### src/rtl/mwin_tx_pkg.sv
package mwin_tx_pkg;
  localparam int BYTES_PER_WORD = 4;

  typedef enum logic [2:0] {
    S_IDLE,
    S_WAIT,
    S_GAP,
    S_LAT,
    S_USE,
    S_LAST
  } tx_state_t;
endpackage

### src/rtl/mwin_round_calc.sv
module mwin_round_calc #(
  parameter int NUM_WIN = 4,
  parameter int LEN_W   = 16,
  parameter int IDX_W   = 2
) (
  input  logic [LEN_W-1:0] bytes_left,
  output logic [LEN_W-1:0] round_bytes,
  output logic [IDX_W-1:0] top_idx,
  output logic [1:0]       tail_bytes
);
  localparam int ROUND_MAX = NUM_WIN * mwin_tx_pkg::BYTES_PER_WORD;

  logic [LEN_W:0] nwords;

  always_comb begin
    if (bytes_left > LEN_W'(ROUND_MAX)) round_bytes = LEN_W'(ROUND_MAX);
    else                                round_bytes = bytes_left;
    nwords     = ({1'b0, round_bytes} + (LEN_W+1)'(3)) >> 2;
    top_idx    = (nwords == '0) ? '0 : IDX_W'(nwords - (LEN_W+1)'(1));
    tail_bytes = round_bytes[1:0];
  end
endmodule

### src/rtl/mwin_byte_mask.sv
module mwin_byte_mask (
  input  logic [31:0] word_in,
  input  logic [1:0]  keep,
  output logic [31:0] word_out
);
  // keep == 0 means all four bytes are kept
  for (genvar b = 0; b < 4; b++) begin : g_byte
    assign word_out[8*b +: 8] = ((keep == 2'd0) || (b < int'(keep))) ? word_in[8*b +: 8] : 8'h00;
  end
endmodule

### src/rtl/mwin_tx_engine.sv
module mwin_tx_engine #(
  parameter int NUM_WIN   = 4,
  parameter int BASE_WIN  = 8,
  parameter int WIN_IDX_W = 7,
  parameter int LEN_W     = 16,
  parameter int ADDR_W    = 10
) (
  input  logic                 clk,
  input  logic                 rst,
  input  logic                 start_i,
  input  logic [LEN_W-1:0]     len_i,
  output logic                 busy_o,
  output logic                 done_o,
  output logic                 err_o,
  output logic                 refused_o,
  output logic                 buf_rd_o,
  output logic [ADDR_W-1:0]    buf_addr_o,
  input  logic [31:0]          buf_data_i,
  output logic                 win_we_o,
  output logic [WIN_IDX_W-1:0] win_idx_o,
  output logic [31:0]          win_data_o,
  input  logic                 last_full_i
);
  import mwin_tx_pkg::*;

  localparam int IDX_W    = (NUM_WIN > 1) ? $clog2(NUM_WIN) : 1;
  localparam int LAST_WIN = BASE_WIN + NUM_WIN - 1;

  tx_state_t         state;
  logic [LEN_W-1:0]  bytes_left;
  logic [ADDR_W-1:0] rbase;
  logic [IDX_W-1:0]  cur_i;
  logic              first;
  logic [31:0]       w0;

  logic [LEN_W-1:0]  round_bytes;
  logic [IDX_W-1:0]  top_idx;
  logic [1:0]        tail_bytes;
  logic [31:0]       rd_masked, w0_masked;

  mwin_round_calc #(.NUM_WIN(NUM_WIN), .LEN_W(LEN_W), .IDX_W(IDX_W)) u_calc (
    .bytes_left (bytes_left),
    .round_bytes(round_bytes),
    .top_idx    (top_idx),
    .tail_bytes (tail_bytes)
  );

  // only the highest word of a round can be partial
  mwin_byte_mask u_mask_rd (
    .word_in (buf_data_i),
    .keep    ((cur_i == top_idx) ? tail_bytes : 2'd0),
    .word_out(rd_masked)
  );

  mwin_byte_mask u_mask_w0 (
    .word_in (w0),
    .keep    ((top_idx == '0) ? tail_bytes : 2'd0),
    .word_out(w0_masked)
  );

  always_ff @(posedge clk) begin
    if (rst) begin
      state      <= S_IDLE;
      busy_o     <= 1'b0;
      done_o     <= 1'b0;
      err_o      <= 1'b0;
      refused_o  <= 1'b0;
      buf_rd_o   <= 1'b0;
      buf_addr_o <= '0;
      win_we_o   <= 1'b0;
      win_idx_o  <= '0;
      win_data_o <= '0;
      bytes_left <= '0;
      rbase      <= '0;
      cur_i      <= '0;
      first      <= 1'b0;
      w0         <= '0;
    end else begin
      done_o    <= 1'b0;
      err_o     <= 1'b0;
      refused_o <= 1'b0;
      buf_rd_o  <= 1'b0;
      win_we_o  <= 1'b0;
      unique case (state)
        S_IDLE: begin
          if (start_i) begin
            if (len_i == '0) begin
              done_o <= 1'b1;
            end else if (last_full_i) begin
              refused_o <= 1'b1;
            end else begin
              busy_o     <= 1'b1;
              bytes_left <= len_i;
              rbase      <= '0;
              buf_rd_o   <= 1'b1;
              buf_addr_o <= '0;
              first      <= 1'b1;
              state      <= S_LAT;
            end
          end
        end
        S_GAP: state <= S_WAIT;  // let the last write reach the status
        S_WAIT: begin
          if (!last_full_i) begin
            buf_rd_o   <= 1'b1;
            buf_addr_o <= rbase;
            first      <= 1'b1;
            state      <= S_LAT;
          end
        end
        S_LAT: state <= S_USE;
        S_USE: begin
          if (first) begin
            if (buf_data_i == '0) begin
              err_o  <= 1'b1;
              busy_o <= 1'b0;
              state  <= S_IDLE;
            end else begin
              w0    <= buf_data_i;
              first <= 1'b0;
              if (top_idx == '0) begin
                state <= S_LAST;
              end else begin
                cur_i      <= top_idx;
                buf_rd_o   <= 1'b1;
                buf_addr_o <= rbase + ADDR_W'(top_idx);
                state      <= S_LAT;
              end
            end
          end else begin
            win_we_o   <= 1'b1;
            win_idx_o  <= WIN_IDX_W'(LAST_WIN) - WIN_IDX_W'(cur_i);
            win_data_o <= rd_masked;
            if (cur_i == IDX_W'(1)) begin
              state <= S_LAST;
            end else begin
              cur_i      <= cur_i - 1'b1;
              buf_rd_o   <= 1'b1;
              buf_addr_o <= rbase + ADDR_W'(cur_i - 1'b1);
              state      <= S_LAT;
            end
          end
        end
        S_LAST: begin
          win_we_o   <= 1'b1;
          win_idx_o  <= WIN_IDX_W'(LAST_WIN);
          win_data_o <= w0_masked;
          bytes_left <= bytes_left - round_bytes;
          rbase      <= rbase + ADDR_W'(NUM_WIN);
          if (bytes_left == round_bytes) begin
            done_o <= 1'b1;
            busy_o <= 1'b0;
            state  <= S_IDLE;
          end else begin
            state <= S_GAP;
          end
        end
        default: state <= S_IDLE;
      endcase
    end
  end

  // busy ends only with a completion or abort pulse
  p_busy_end_r9: assert property (@(posedge clk) disable iff (rst)
    $fell(busy_o) |-> (done_o || err_o));

  // completion and abort never coincide
  p_pulse_excl_r7: assert property (@(posedge clk) disable iff (rst)
    !(done_o && err_o));

  // a refusal never overlaps an active transfer
  p_refuse_idle_r8: assert property (@(posedge clk) disable iff (rst)
    refused_o |-> !busy_o);

  // writes stay inside the window group
  p_win_range_r3: assert property (@(posedge clk) disable iff (rst)
    win_we_o |-> (win_idx_o >= WIN_IDX_W'(BASE_WIN)) && (win_idx_o <= WIN_IDX_W'(LAST_WIN)));

  // no buffer traffic outside a transfer
  p_no_rd_idle_r10: assert property (@(posedge clk) disable iff (rst)
    !busy_o |-> !buf_rd_o);

  // an occupied last window holds the next round back
  p_hold_full_r6: assert property (@(posedge clk) disable iff (rst)
    (state == S_WAIT && last_full_i) |=> !buf_rd_o);
endmodule

### config.mk
export PLATFORM = sky130hd
export DESIGN_NAME = mwin_tx_engine
export DESIGN_NICKNAME = d
export VERILOG_FILES = /design/src/rtl/mwin_tx_pkg.sv /design/src/rtl/mwin_round_calc.sv /design/src/rtl/mwin_byte_mask.sv /design/src/rtl/mwin_tx_engine.sv
export SDC_FILE = /design/constraint.sdc
export NUM_CORES = 1
export LEC_CHECK = 0
export ABC_CLOCK_PERIOD_IN_PS = 3800
export CORE_UTILIZATION = 50
export DETAILED_ROUTE_END_ITERATION = 10
export PLACE_DENSITY = 0.86
export SKIP_LAST_GASP = 1
export SYNTH_ARGS = -nofsm -noshare
export SYNTH_HDL_FRONTEND = slang
export SYNTH_HIERARCHICAL = 1
export SYNTH_SLANG_ARGS = --single-unit
### constraint.sdc
create_clock -name clk -period 3.8 [get_ports clk]
set_input_delay 1.14 -clock clk [delete_from_list [all_inputs] [get_ports clk]]
set_output_delay 1.14 -clock clk [all_outputs]
set_load 0.005 [all_outputs]
==> run_results.csv <==
group,metric,value,unit
job,max-cap-violations,0,
synth,synth_compound_area_share,16.9,%
synth,synth.cell_area,6850,sq um
synth,synthCells,844,
global_route,grt_pass1_vias,5797,
die,core.rowCount,42,
cells_and_area,final_nets,997,
route,via_per_inst,5.74,
placement,detailedPlace.worstSlack,0.129,ns
timing,period_share,92.5,%
cells_and_area,fin_util,63.3,%
synth,synth_top_family_by_area,"simple AND/OR/NAND/NOR gates",
placement,post-dp-hpwl,12.2,mm
synth,synth_cell_types,67,
route,wl_per_cell,16.2,microns
route,drt-pass1-iter-count,6,
clock_tree,cts_tree,"done",
synth,avgSynthCellArea,8.12,sq um
synth,async_flop_share,0,%
route,antenna_left,0,
timing,setup_ws,0.287,ns
synth,muxShareOfSynthArea,6.96,%
route,drt_iter0_markers,465,
timing,rsz0062_at_grt,"no",
synth,yosysSeqAreaShare,33.0,%
clock_tree,numCtsBuffers,17,
synth,ys_warn_count,6,
synth,synth_top_area_share,33.0,%
power,p_leak,3.18,nW
die,die_h,119,microns
cells_and_area,layout_commonest_cell,"nor2_1",
synth,synth_ff_type,"dfxtp_1",
timing,slew_violations,0,
power,power,3.55,mW
worst_setup_path,end_kind,"flip-flop",
worst_setup_path,worstPathArrival,3.86,ns
cells_and_area,layout_common_cells,"nor2_1, dfxtp_1, clkdlybuf4s50_1",
worst_setup_path,cp.required,4.15,ns
clock_tree,clockBufferDepth,2,
synth,yosys.area.top_type,"dfxtp_1",
synth,ys_ff_latch,113,
die,core,13300,sq um
global_route,grt_max_degree,71,
timing,max_slew_margin,33.8,%
route,drc_errors,0,
timing,min_period,3.51,ns
cells_and_area,fillCellCount,1122,
route,routed_wl,17.8,mm
die,start_util,51.5,%
outcome,outcome,"finished, final reports clean",
synth,synth_top_cells_by_area,"dfxtp_1, nor2_1, mux2i_1",
synth,synth_edf_count,0,
worst_setup_path,cp_max_fo,10,
worst_setup_path,path_class,"in2reg",
timing,hold_viol,0,
power,p_per_area,421,nW/um^2
clock_tree,h-tree-depth,4,
synth,synth_xor_area_share,3.32,%
global_route,grt_pass1_wl,28.5,mm
placement,port_buffers,102,
cells_and_area,drive_gt1_share,6.80,%
die,die_area,14200,sq um
route,num_vias,6326,
clock_tree,cts.clk_slew.worst_paths,0.05,ns
die,io_pins,107,
worst_setup_path,crit_path_start_kind,"primary input",
global_route,antenna_found_initial,0,
worst_hold_path,hold_class,"reg2reg",
clock_tree,insertion_delay,0.42,ns
global_route,grt_use_total,25.2,%
clock_tree,cts-root-buf,"clkbuf_16",
timing,setup_tns,0,ns
synth,synth_simple_gate_area_share,25.1,%
synth,synth_fa_ha_area_share,5.95,%
placement,routabilityCongestion,0.882,
timing,worst_slew_pin_slew,0.986,ns
cells_and_area,layoutNonFillerInstCount,1102,
timing,finalSetupViolCount,0,
cells_and_area,syn2layout_area_growth,22.8,%
cells_and_area,antennaDiodeCount,0,
worst_setup_path,reg2reg_setup_slack,0.37,ns
timing,fin_skew,0.00808,ns
global_route,grt_overflow,0,
timing,max_freq,0.285,GHz
clock_tree,clock-sinks,113,
die,die_w,119,microns
placement,placedCellCount,1067,
power,irDropWorstVdd,0.299,mV
-- power by group --
group	internal, mW	switching, mW
clock network	1.03	0.550
logic	0.317	0.375
registers	1.23	0.0500
-- layout make-up --
class / count / area (sq um) / share of cell area [%]
multi-input combinational: 633 / 4110 / 48.8
sequential: 113 / 2260 / 26.9
timing repair buffer: 113 / 1100 / 13.1
clock buffer: 22 / 484 / 5.75
tap: 176 / 220 / 2.62
inverter: 35 / 131 / 1.56
clock inverter: 10 / 108 / 1.28
-- kinds of logic after synthesis --
group	after synthesis
buffers and inverters	113
flip-flops	113
XOR/XNOR	26
AO/OA/AOI/OAI	163
multiplexers	47
adder cells (fa/ha/maj)	32
AND/OR/NAND/NOR	348
other	2
-- metrics by stage --
step	hold slack [ns]	cell area, sq um
2_1_floorplan	0.452	6910
3_3_place_gp	0.449	7780
3_5_place_dp	0.462	7780
4_1_cts	0.475	8370
5_1_grt	0.492	8410
6_report	0.468	8410
-- synthesized netlist by cell type, drive strengths merged, types with 3 or more instances --
library cell,instances
xnor2,12
a21oi,33
a31oi,5
o21a,3
a22oi,9
nand2b,10
nand3,11
xor2,14
and2,24
dfxtp,113
mux2,5
nand4,9
mux2i,42
nor3b,5
o31ai,3
nor2,116
nand2,86
buf,51
a21o,6
nor4,18
o21ai,23
clkbuf,27
a311oi,36
nor2b,41
inv,35
a2111oi,3
a211oi,22
nor3,11
o21bai,3
and3,6
ha,31
-- worst paths after layout --
path,start,endpoint,cells past startpoint
hold reg to reg,win_idx_o[3],win_idx_o[3],2
hold / removal,win_idx_o[3],win_idx_o[3],2
setup / recovery,buf_data_i[0],buf_addr_o[0],8
setup reg to reg,bytes_left[11],win_data_o[16],14
-- flip-flops by register name (all words and copies together), names as in the netlist --
signal / cells
err_o: 1
first: 1
rbase: 8
w0: 32
win_data_o: 32
buf_addr_o: 10
win_idx_o: 3
busy_o: 1
refused_o: 1
buf_rd_o: 1
win_we_o: 1
done_o: 1
bytes_left: 16
state: 3
cur_i: 2
-- critical path, stage by stage --
cell and delay (ns):
clkdlybuf4s50_1 0.45, nor4_1 0.54, nand4_1 0.34, o21ai_0 0.71
a2111oi_4 0.17, buf_4 0.23, nand2b_1 0.15, a21oi_1 0.13
-- per-layer routing --
layer	track usage (%)	wire (microns)
met1	30.9	7670
met3	5.22	907
met2	42.0	8630
met5	0	0
met4	12.1	592
-- timing repair --
action | 4_1_cts | 5_1_grt
setup endpoints to repair | 0 | 12
hold buffers | 0 | 0
gates resized for setup | 0 | 1
buffers inserted | 0 | 2
Power figures use the tool's default switching activity.
